## src/rtl/inpc_pkg.sv

```systemverilog
package inpc_pkg;

    localparam int MODE_W = 3;

    localparam logic [MODE_W-1:0] CODE_SYNC   = 3'b000;
    localparam logic [MODE_W-1:0] CODE_BYPASS = 3'b001;
    localparam logic [MODE_W-1:0] CODE_RISE   = 3'b010;
    localparam logic [MODE_W-1:0] CODE_FALL   = 3'b011;

    // Behaviour selected for one channel.
    typedef enum logic [1:0] {
        BEH_SYNC   = 2'd0,
        BEH_BYPASS = 2'd1,
        BEH_RISE   = 2'd2,
        BEH_FALL   = 2'd3
    } beh_e;

    // Level tracker states (third history stage).
    typedef enum logic {
        TRK_LOW  = 1'b0,
        TRK_HIGH = 1'b1
    } trk_e;

    // Reserved codes fall back to the synchronized behaviour.
    function automatic beh_e decode_mode(input logic [MODE_W-1:0] code);
        beh_e b;
        case (code)
            CODE_BYPASS: b = BEH_BYPASS;
            CODE_RISE:   b = BEH_RISE;
            CODE_FALL:   b = BEH_FALL;
            default:     b = BEH_SYNC;
        endcase
        return b;
    endfunction

endpackage

```

## src/rtl/inpc_sync.sv

```systemverilog
module inpc_sync #(
    parameter int DEPTH = 2
) (
    input  logic clk,
    input  logic rst_n,
    input  logic din,
    output logic dout
);
    logic [DEPTH-1:0] stage_q;

    always_ff @(posedge clk or negedge rst_n) begin
        if (!rst_n) begin
            stage_q <= '0;
        end else begin
            stage_q <= {stage_q[DEPTH-2:0], din};
        end
    end

    assign dout = stage_q[DEPTH-1];
endmodule

```

## src/rtl/inpc_track.sv

```systemverilog
module inpc_track
    import inpc_pkg::*;
(
    input  logic clk,
    input  logic rst_n,
    input  logic lvl,
    output logic rise_pls,
    output logic fall_pls
);
    trk_e state_q, state_d;

    // Transition selection: GO_HIGH and GO_LOW.
    always_comb begin
        state_d = state_q;
        unique case (state_q)
            TRK_LOW:  if (lvl)  state_d = TRK_HIGH;   // GO_HIGH
            TRK_HIGH: if (!lvl) state_d = TRK_LOW;    // GO_LOW
        endcase
    end

    // State register.
    always_ff @(posedge clk or negedge rst_n) begin
        if (!rst_n) begin
            state_q <= TRK_LOW;
        end else begin
            state_q <= state_d;
        end
    end

    // Output process: a pulse is visible while a transition is pending.
    always_comb begin
        rise_pls = 1'b0;
        fall_pls = 1'b0;
        unique case (state_q)
            TRK_LOW:  rise_pls = lvl;
            TRK_HIGH: fall_pls = !lvl;
        endcase
    end
endmodule

```

## src/rtl/inpc_select.sv

```systemverilog
module inpc_select
    import inpc_pkg::*;
(
    input  logic [MODE_W-1:0] code,
    input  logic              raw,
    input  logic              lvl,
    input  logic              rise_pls,
    input  logic              fall_pls,
    output logic              dout
);
    beh_e beh;

    always_comb begin
        beh = decode_mode(code);
        dout = 1'b0;
        unique case (beh)
            BEH_SYNC:   dout = lvl;
            BEH_BYPASS: dout = raw;
            BEH_RISE:   dout = rise_pls;
            BEH_FALL:   dout = fall_pls;
        endcase
    end
endmodule

```

## src/rtl/inpc_bank.sv

```systemverilog
module inpc_bank
    import inpc_pkg::*;
#(
    parameter int NUM_CH     = 16,
    parameter int SYNC_DEPTH = 2
) (
    input  logic                     clk,
    input  logic                     rst_n,
    input  logic [NUM_CH-1:0]        raw_in,
    input  logic [NUM_CH*MODE_W-1:0] mode_cfg,
    output logic [NUM_CH-1:0]        cond_out
);
    localparam int CFG_W = NUM_CH * MODE_W;

    logic [NUM_CH-1:0] lvl;
    logic [NUM_CH-1:0] rise_pls;
    logic [NUM_CH-1:0] fall_pls;

    for (genvar i = 0; i < NUM_CH; i++) begin : g_ch
        logic [MODE_W-1:0] code;
        assign code = mode_cfg[i*MODE_W +: MODE_W];

        inpc_sync #(.DEPTH(SYNC_DEPTH)) sync_i (
            .clk   (clk),
            .rst_n (rst_n),
            .din   (raw_in[i]),
            .dout  (lvl[i])
        );

        inpc_track track_i (
            .clk      (clk),
            .rst_n    (rst_n),
            .lvl      (lvl[i]),
            .rise_pls (rise_pls[i]),
            .fall_pls (fall_pls[i])
        );

        inpc_select select_i (
            .code     (code),
            .raw      (raw_in[i]),
            .lvl      (lvl[i]),
            .rise_pls (rise_pls[i]),
            .fall_pls (fall_pls[i]),
            .dout     (cond_out[i])
        );
    end

    if (CFG_W != $bits(mode_cfg)) begin : g_bad_cfg
        $error("mode_cfg width mismatch");
    end
endmodule

```

## config.mk

```make
export PLATFORM = sky130hd
export DESIGN_NAME = inpc_bank
export DESIGN_NICKNAME = d
export VERILOG_FILES = /design/src/rtl/inpc_pkg.sv /design/src/rtl/inpc_sync.sv /design/src/rtl/inpc_track.sv /design/src/rtl/inpc_select.sv /design/src/rtl/inpc_bank.sv
export SDC_FILE = /design/constraint.sdc
export NUM_CORES = 1
export LEC_CHECK = 0
export ABC_AREA = 1
export BUFFER_PORTS_ARGS = -buffer_cell sky130_fd_sc_hd__buf_2
export CAP_MARGIN = 20
export CORE_MARGIN = 3
export CORE_UTILIZATION = 30
export DETAILED_ROUTE_END_ITERATION = 16
export SLEW_MARGIN = 20
export SYNTH_ARGS = -nofsm -noshare
export SYNTH_HDL_FRONTEND = slang
export SYNTH_HIERARCHICAL = 1
export SYNTH_SLANG_ARGS = --single-unit
```

## constraint.sdc

```tcl
create_clock -name clk -period 1.91 [get_ports clk]
set_input_delay 0.0955 -clock clk [delete_from_list [all_inputs] [get_ports clk]]
set_output_delay 0.0955 -clock clk [all_outputs]
set_load 0.02 [all_outputs]
```

==> impl_results.md, run 1 <==
- Status: finished clean
- XOR/XNOR Fraction of Synth Area: 0%
- CTS tree: built
- Die height: 94.7 µm
- DRT Wirelength: roughly 4400 µm
- Worst R2R Start: g_ch[11].sync_i/stage_q[1]$_DFF_PN0_
- Mapped Cells: 336
- DRT Pass-1 Iters: 4
- Layout Area Growth over Synthesis: 33.7%
- Fin area: 3160 µm²
- Worst Path Arrival: around 1300 ps
- Number of global-route vias before repair: around 2000
- Clk_lat worst skew: 290 ps
- CTS sink count: 48
- DP HPWL: 3470 µm
- Slowest cell on the critical path: dfrtp_1
- Crit path kind: reg2out
- Row cnt: 31
- PortBufs: 81
- Post-route clock period utilization: 74.6%
- GRT overflow: 0
- Post-DRT Antenna Nets: 0
- CORE AREA: between 7000 and 8000 µm²
- Placed cell area: slightly below 3000 µm²
- Register area: 1200 µm²
- Avg Inst Size Synth: 7.03 µm²
- Rel. slew slack: a little over three fifths
- Unrepaired setup endpoints after global routing: no
- DR vias: ~2100
- Slew @ Worst Pin: 555 ps
- Crit-path cells: nor2_1, inv_1, nand2_1, nand3_1, nand2_1, nand2_1, nand2_1, buf_2
- Max-cap viol count: 0
- Sequential fraction of the synthesis area: about half
- Initial antenna violation count: 0
- Worst hold-check path type: in2async
- Post-layout min period: 1420 ps
- Num CTS Buffers: 5
- Total Routing Usage GR: between 10% and 20%
- Pin count of the biggest net entering global routing: 26
- Root buf cell: clkbuf_8
- #FFs+latches synth: 48
- Setup_tns: 0 ps
- Critical Path Source Type: register
- Setup-failing EPs final: 0
- Die area: between 8000 and 9000 µm²
- Most used cell, CP: nand2_1
- Drt drc: 0
- WL/cell: between 8 and 9 µm
- Area occupied by multi-input gates: 801 µm²
- CP Launch Point: g_ch[11].sync_i/stage_q[1]$_DFF_PN0_
- Slew Limit Fails: 0
- Post-Synth Simple-Gate Area: about 30%
- Layout cell share with drive strength beyond 1: a little over a quarter
- Fill count: 770
- Starting DRT DRC Count: 24
- Peak supply drop: 0.278 mV
- Post-CTS setup buffers: 0
- Main combinational cell family by area after synthesis: simple AND/OR/NAND/NOR gates
- Critical path peak fanout: 4
- Die X: ~95 µm
- Deepest clock path buffer count: 2
- Pleak: between 1.5 and 2 nW
- CTS H-Tree Depth: 2
- Final Hold Viols: 0
- Antenna fix cells: 0
- Setup crit end kind: output pin
- PwrDens: approximately 650 nW/µm²
- Initial Util: between 30% and 40%
- Via density: approximately 3.9
- Mapped cell area: between 2000 and 2500 µm²
- IO Pins: 82
- Max Freq: between 700 and 800 MHz
- Reg clk slew, reported paths: 80 ps
- WP data required: 1810 ps
- Yosys warning count: 6
- Mux cell area share after synthesis: 0%
- Setup Skew: approximately 4.2 ps
- Synth Area in Adders: 0%
- Slowest stage delay, CP: approximately 420 ps
- Library cells used by synthesis: 8
- Post-synthesis compound-gate area fraction: 3.39%
- Post-Syn Nets: 402
- Register-to-register setup slack: around 1400 ps
- Fin nets: between 500 and 600
- First-pass GRT wire length: 7770 µm
- Min Hold Slack: 317 ps
- Global placement routability congestion: between 0.7 and 0.8
==> Yosys cell counts, drive strengths merged <==
cell | number | area [µm²]
nor2 | 48 | 220
dfrtp | 48 | 1200
nand2 | 112 | 420
nand3 | 16 | 80.1
inv | 96 | 360
o21ai | 16 | 80.1
==> state kept, by name, summed over array words and instances, names as in the netlist <==
| register | count |
|---|---|
| g_ch.sync_i/stage_q | 32 |
| g_ch.track_i/state_q | 16 |
==> worst paths after layout <==
path                                                             end  depth (start not counted)
min in group clk                g_ch[10].sync_i/stage_q[1]$_DFF_PN0_                          0
worst max-delay path                                    cond_out[11]                          8
worst max register to register    g_ch[11].track_i/state_q$_DFF_PN0_                          0
max in group asynchronous        g_ch[3].sync_i/stage_q[0]$_DFF_PN0_                          3
worst min-delay path             g_ch[1].sync_i/stage_q[0]$_DFF_PN0_                          2
worst min register to register  g_ch[10].sync_i/stage_q[1]$_DFF_PN0_                          0
==> report_power, final <==
| group | leakage, nW | internal [mW] | switching [mW] |
|---|---|---|---|
| clock | 0.0455 | 0.295 | 0.302 |
| sequential | 0.559 | 1.07 | 0.0300 |
| combinational | 1.32 | 0.162 | 0.208 |
==> routing by layer <==
layer	track usage [%]	share of wire (%)	up-vias
met4	2.52	0.98	0
met5	0	0	-
met1	12.9	46	899
met2	18.4	46	51
li1	-	-	1166
met3	3.75	6.9	5
==> logic make-up (layout without fill, tap and decap cells) <==
family / Yosys count / in the layout
buffers and inverters: 96 / 203
flip-flops: 48 / 48
AND/OR/NAND/NOR: 176 / 176
AO/OA/AOI/OAI: 16 / 16
==> cell usage in the layout (no fill, tap or decap) <==
cell type and instances:
nor2_1 32, clkbuf_8 6, nand2_1 112, dfrtp_1 48, o21ai_0 16, clkbuf_1 2, buf_4 1, nand3_1 16
inv_2 16, dlygate4sd3_1 17, nor2_2 16, buf_2 81, inv_1 80
==> metrics by stage <==
| step | power, mW | setup WS [ps] | util (%) | std cells |
|---|---|---|---|---|
| final | 2.06 | 486 | 42.4 | 542 |
| after global routing | 2.22 | 357 | 42.4 | 542 |
| after CTS | 2.11 | 454 | 42.4 | 542 |
| after detailed placement | 1.47 | 797 | 38.9 | 517 |
| after global placement | 1.46 | 855 | 38.9 | 517 |
| after floorplan | 1.30 | 957 | - | 336 |
==> critical path: cells and delay by family (launching register included) <==
family / cells / cell delay (ps)
DFF: 1 / 420
buffers and inverters: 2 / 190
and+or+nand+nor: 6 / 420
==> area by class of cell <==
class / instances / share of cell area [%]
Multi-Input combinational cell: 192 / 25.3
Tap cell: 99 / 3.92
Timing Repair Buffer: 99 / 18.5
Inverter: 96 / 11.4
Clock buffer: 8 / 2.85
Sequential cell: 48 / 38.0
==> timing repair <==
action,4_1_cts,5_1_grt
hold buffers,17,0
hold endpoints to repair,40,0
gates resized for setup,0,0
No activity file was read; power rests on OpenSTA's default activity.
==> run 2: changes to the inputs <==
--- a/config.mk
+++ b/config.mk
@@ -5,7 +5,7 @@
 export SDC_FILE = /design/constraint.sdc
 export NUM_CORES = 1
 export LEC_CHECK = 0
-export ABC_AREA = 1
+export ABC_AREA = 0
 export BUFFER_PORTS_ARGS = -buffer_cell sky130_fd_sc_hd__buf_2
 export CAP_MARGIN = 20
 export CORE_MARGIN = 3
==> constraint.sdc (replaced) <==
create_clock -name clk -period 1.5 [get_ports clk]
set_input_delay 0.075 -clock clk [delete_from_list [all_inputs] [get_ports clk]]
set_output_delay 0.075 -clock clk [all_outputs]
set_load 0.02 [all_outputs]
==> run 2 against run 1 <==
Compared with the run above: the flow now finishes with violations (setup timing); via count down 18%; final cell count fell by 25%; first-iteration DRC count rose by 79%; clock-buffer cell count is 2 lower; critical path type unchanged; highest routed layer unchanged.
==> impl_results.md, run 2 <==
- Status: finished with violations
- Violated checks: setup timing
- Worst hold-check path type: in2async
- XOR/XNOR Fraction of Synth Area: 0%
- CTS H-Tree Depth: 2
- Largest cells by area after synthesis: dfrtp_1 56%, nor3b_2 9.3%, mux2i_1 7.5%, and2b_2 6.5%, o22a_1 6.5%
- Fill count: between 600 and 700
- Crit-path cells: and2b_2, nor3b_2, a21oi_1, o22a_1, buf_6
- Slew @ Worst Pin: about 220 ps
- Post-DRT Antenna Nets: 0
- Root buf cell: clkbuf_8
- Top cells by count, synth: 48 x dfrtp_1, 32 x nor2_1
- Setup crit end kind: output pin
- Max-cap viol count: 0
- DP HPWL: 2920 µm
- Initial Util: a little under a third
- PwrDens: 820 nW/µm²
- Unrepaired setup endpoints after global routing: yes
- Max FFs per register: 32
- Fin nets: approximately 380
- Avg Inst Size Synth: about 12 µm²
- Post-synthesis compound-gate area fraction: about 10%
- Main synth FF type: dfrtp_1
- Top cell type's share of synthesized area: 56.1%
- Total Routing Usage GR: approximately 10%
- Mux cell area share after synthesis: 7.48%
- Crit path kind: reg2out
- Clk_lat worst skew: 290 ps
- Num CTS Buffers: 5
- First-pass GRT wire length: between 7000 and 8000 µm
- Rel. slew slack: between 80% and 90%
- Main combinational cell family by area after synthesis: simple AND/OR/NAND/NOR gates
- Worst Path Buf+Inv: 1
- Fin cells: 405
- DRT Pass-1 Iters: 3
- Layout cell share with drive strength beyond 1: between 40% and 50%
- Worst R2R Start: g_ch[9].sync_i/stage_q[1]$_DFF_PN0_
- Synth Area in Adders: 0%
- GRT busiest layer: met2
- Post-route clock period utilization: 101%
- Max Freq: between 600 and 700 MHz
- Post-layout min period: 1520 ps
- Via density: around 4.3
- Mapped cell area: approximately 2100 µm²
- Setup-failing EPs final: 7
- Deepest clock path buffer count: 2
- Placed cell count: around 360
- Drt drc: 0
- DR vias: 1740
- Largest regs: g_ch.sync_i/stage_q x32, g_ch.track_i/state_q x16
- Worst Path Arrival: 1440 ps
- WP data required: around 1400 ps
- CORE AREA: 6870 µm²
- M2 GR Usage: about 18%
- Initial antenna violation count: 0
- Most common cell in the synthesized netlist: dfrtp_1
- Die X: 90.5 µm
- Post-place setup slack: about 270 ps
- Pin count of the biggest net entering global routing: 25
- Layout Area Growth over Synthesis: 51.7%
- Die height: roughly 91 µm
- Setup WS post-layout: -16.2 ps
- Row cnt: 30
- Min Hold Slack: between 150 and 200 ps
- Global placement routability congestion: roughly 0.71
- Yosys warning count: 6
- Starting DRT DRC Count: between 40 and 50
- Slowest stage delay, CP: slightly above 400 ps
- DRT Wirelength: between 4000 and 5000 µm
- Peak supply drop: 0.405 mV
- Critical Path Source Type: register
- EDFF count, synth: 0
- Post-Synth Simple-Gate Area: between 20% and 30%
- PortBufs: 81
- Post-Syn Nets: ~240
- Setup Skew: around 5.7 ps
- CP Launch Point: g_ch[12].sync_i/stage_q[1]$_DFF_PN0_
- Asr flop ratio synth: 100%
- Largest area contributor in the netlist: dfrtp_1
- Delay-heaviest family, CP: flip-flops
- Commonest non-fill, non-tap cell in the layout: buf_2
- Pleak: approximately 1.6 nW
- Antenna fix cells: 0
- Die area: 8190 µm²
- Met1 Use GR: about an eighth
- #FFs+latches synth: 48
- Number of global-route vias before repair: ~1700
- WL/cell: ~10 µm
- Top reg by flops: g_ch.sync_i/stage_q
- Slowest cell on the critical path: dfrtp_1
- CTS sink count: 48
- Met3 global-route usage: 3.08%
- Reg clk slew, reported paths: 80 ps
- IO Pins: between 80 and 90
- Critical path peak fanout: 4
- CTS tree: built
- Library cells used by synthesis: 8
- Mapped Cells: between 150 and 200
- Final Hold Viols: 0
- GRT overflow: 0
- Commonest non-fill, non-tap cells in the layout: 65 x buf_2, 48 x dfrtp_1, 32 x nor2_1
- Slew Limit Fails: 0
- Sequential fraction of the synthesis area: a little under three fifths
run 2: stage by stage:
| step | TNS [ps] | area, µm² | power (mW) | util, % |
|---|---|---|---|---|
| 2_1_floorplan | 0 | 2140 | 1.64 | - |
| 3_3_place_gp | 0 | 2700 | 1.85 | 39.2 |
| 3_5_place_dp | 0 | 2700 | 1.86 | 39.2 |
| 4_1_cts | -338 | 3200 | 2.71 | 46.6 |
| 5_1_grt | -1350 | 3250 | 2.83 | 47.3 |
| 6_report | -55.8 | 3250 | 2.67 | 47.3 |
run 2: final timing paths:
path                                                         to  slack (ps)  cells past startpoint
max in group asynchronous     g_ch[8].track_i/state_q$_DFF_PN0_         860                      3
hold reg to reg            g_ch[10].sync_i/stage_q[1]$_DFF_PN0_         350                      0
setup reg to reg              g_ch[9].track_i/state_q$_DFF_PN0_         750                      2
min in group clk           g_ch[10].sync_i/stage_q[1]$_DFF_PN0_         350                      0
setup / recovery                                   cond_out[12]         -20                      5
hold / removal             g_ch[11].sync_i/stage_q[1]$_DFF_PN0_         160                      2
run 2: routing by layer:
layer	up-vias	routed length [µm]
li1	884	-
met1	805	1780
met2	46	2030
met3	5	235
met4	0	45
met5	-	0
run 2: final cells by class:
type / instances / area, µm² / share of cell area, %
sequential: 48 / 1200 / 37.0
multi-input combinational: 128 / 948 / 29.2
timing repair buffer: 126 / 902 / 27.8
tap: 96 / 120 / 3.70
clock buffer: 6 / 72.6 / 2.23
clock inverter: 1 / 5.00 / 0.154
run 2: kinds of logic after synthesis:
logic type | after synthesis
AOI/OAI and AO/OA | 32
DFF | 48
muxes | 16
and+or+nand+nor | 80
run 2: timing repair:
| action | in CTS | in global routing |
|---|---|---|
| hold buffers | 17 | 0 |
| pin swaps | 0 | 4 |
| endpoints found under the hold margin | 64 | 0 |
| setup buffers | 21 | 5 |
| setup endpoints to repair | 16 | 16 |
| gates resized for setup | 32 | 2 |
run 2: power by group:
group,internal [mW],switching (mW)
Sequential,1.36,0.0301
Combinational,0.343,0.247
Clock,0.317,0.371
run 2: worst reg2reg max path, cell delays in order (launching register included):
cell     delay, ps
dfrtp_1        390
buf_4          130
buf_4          120
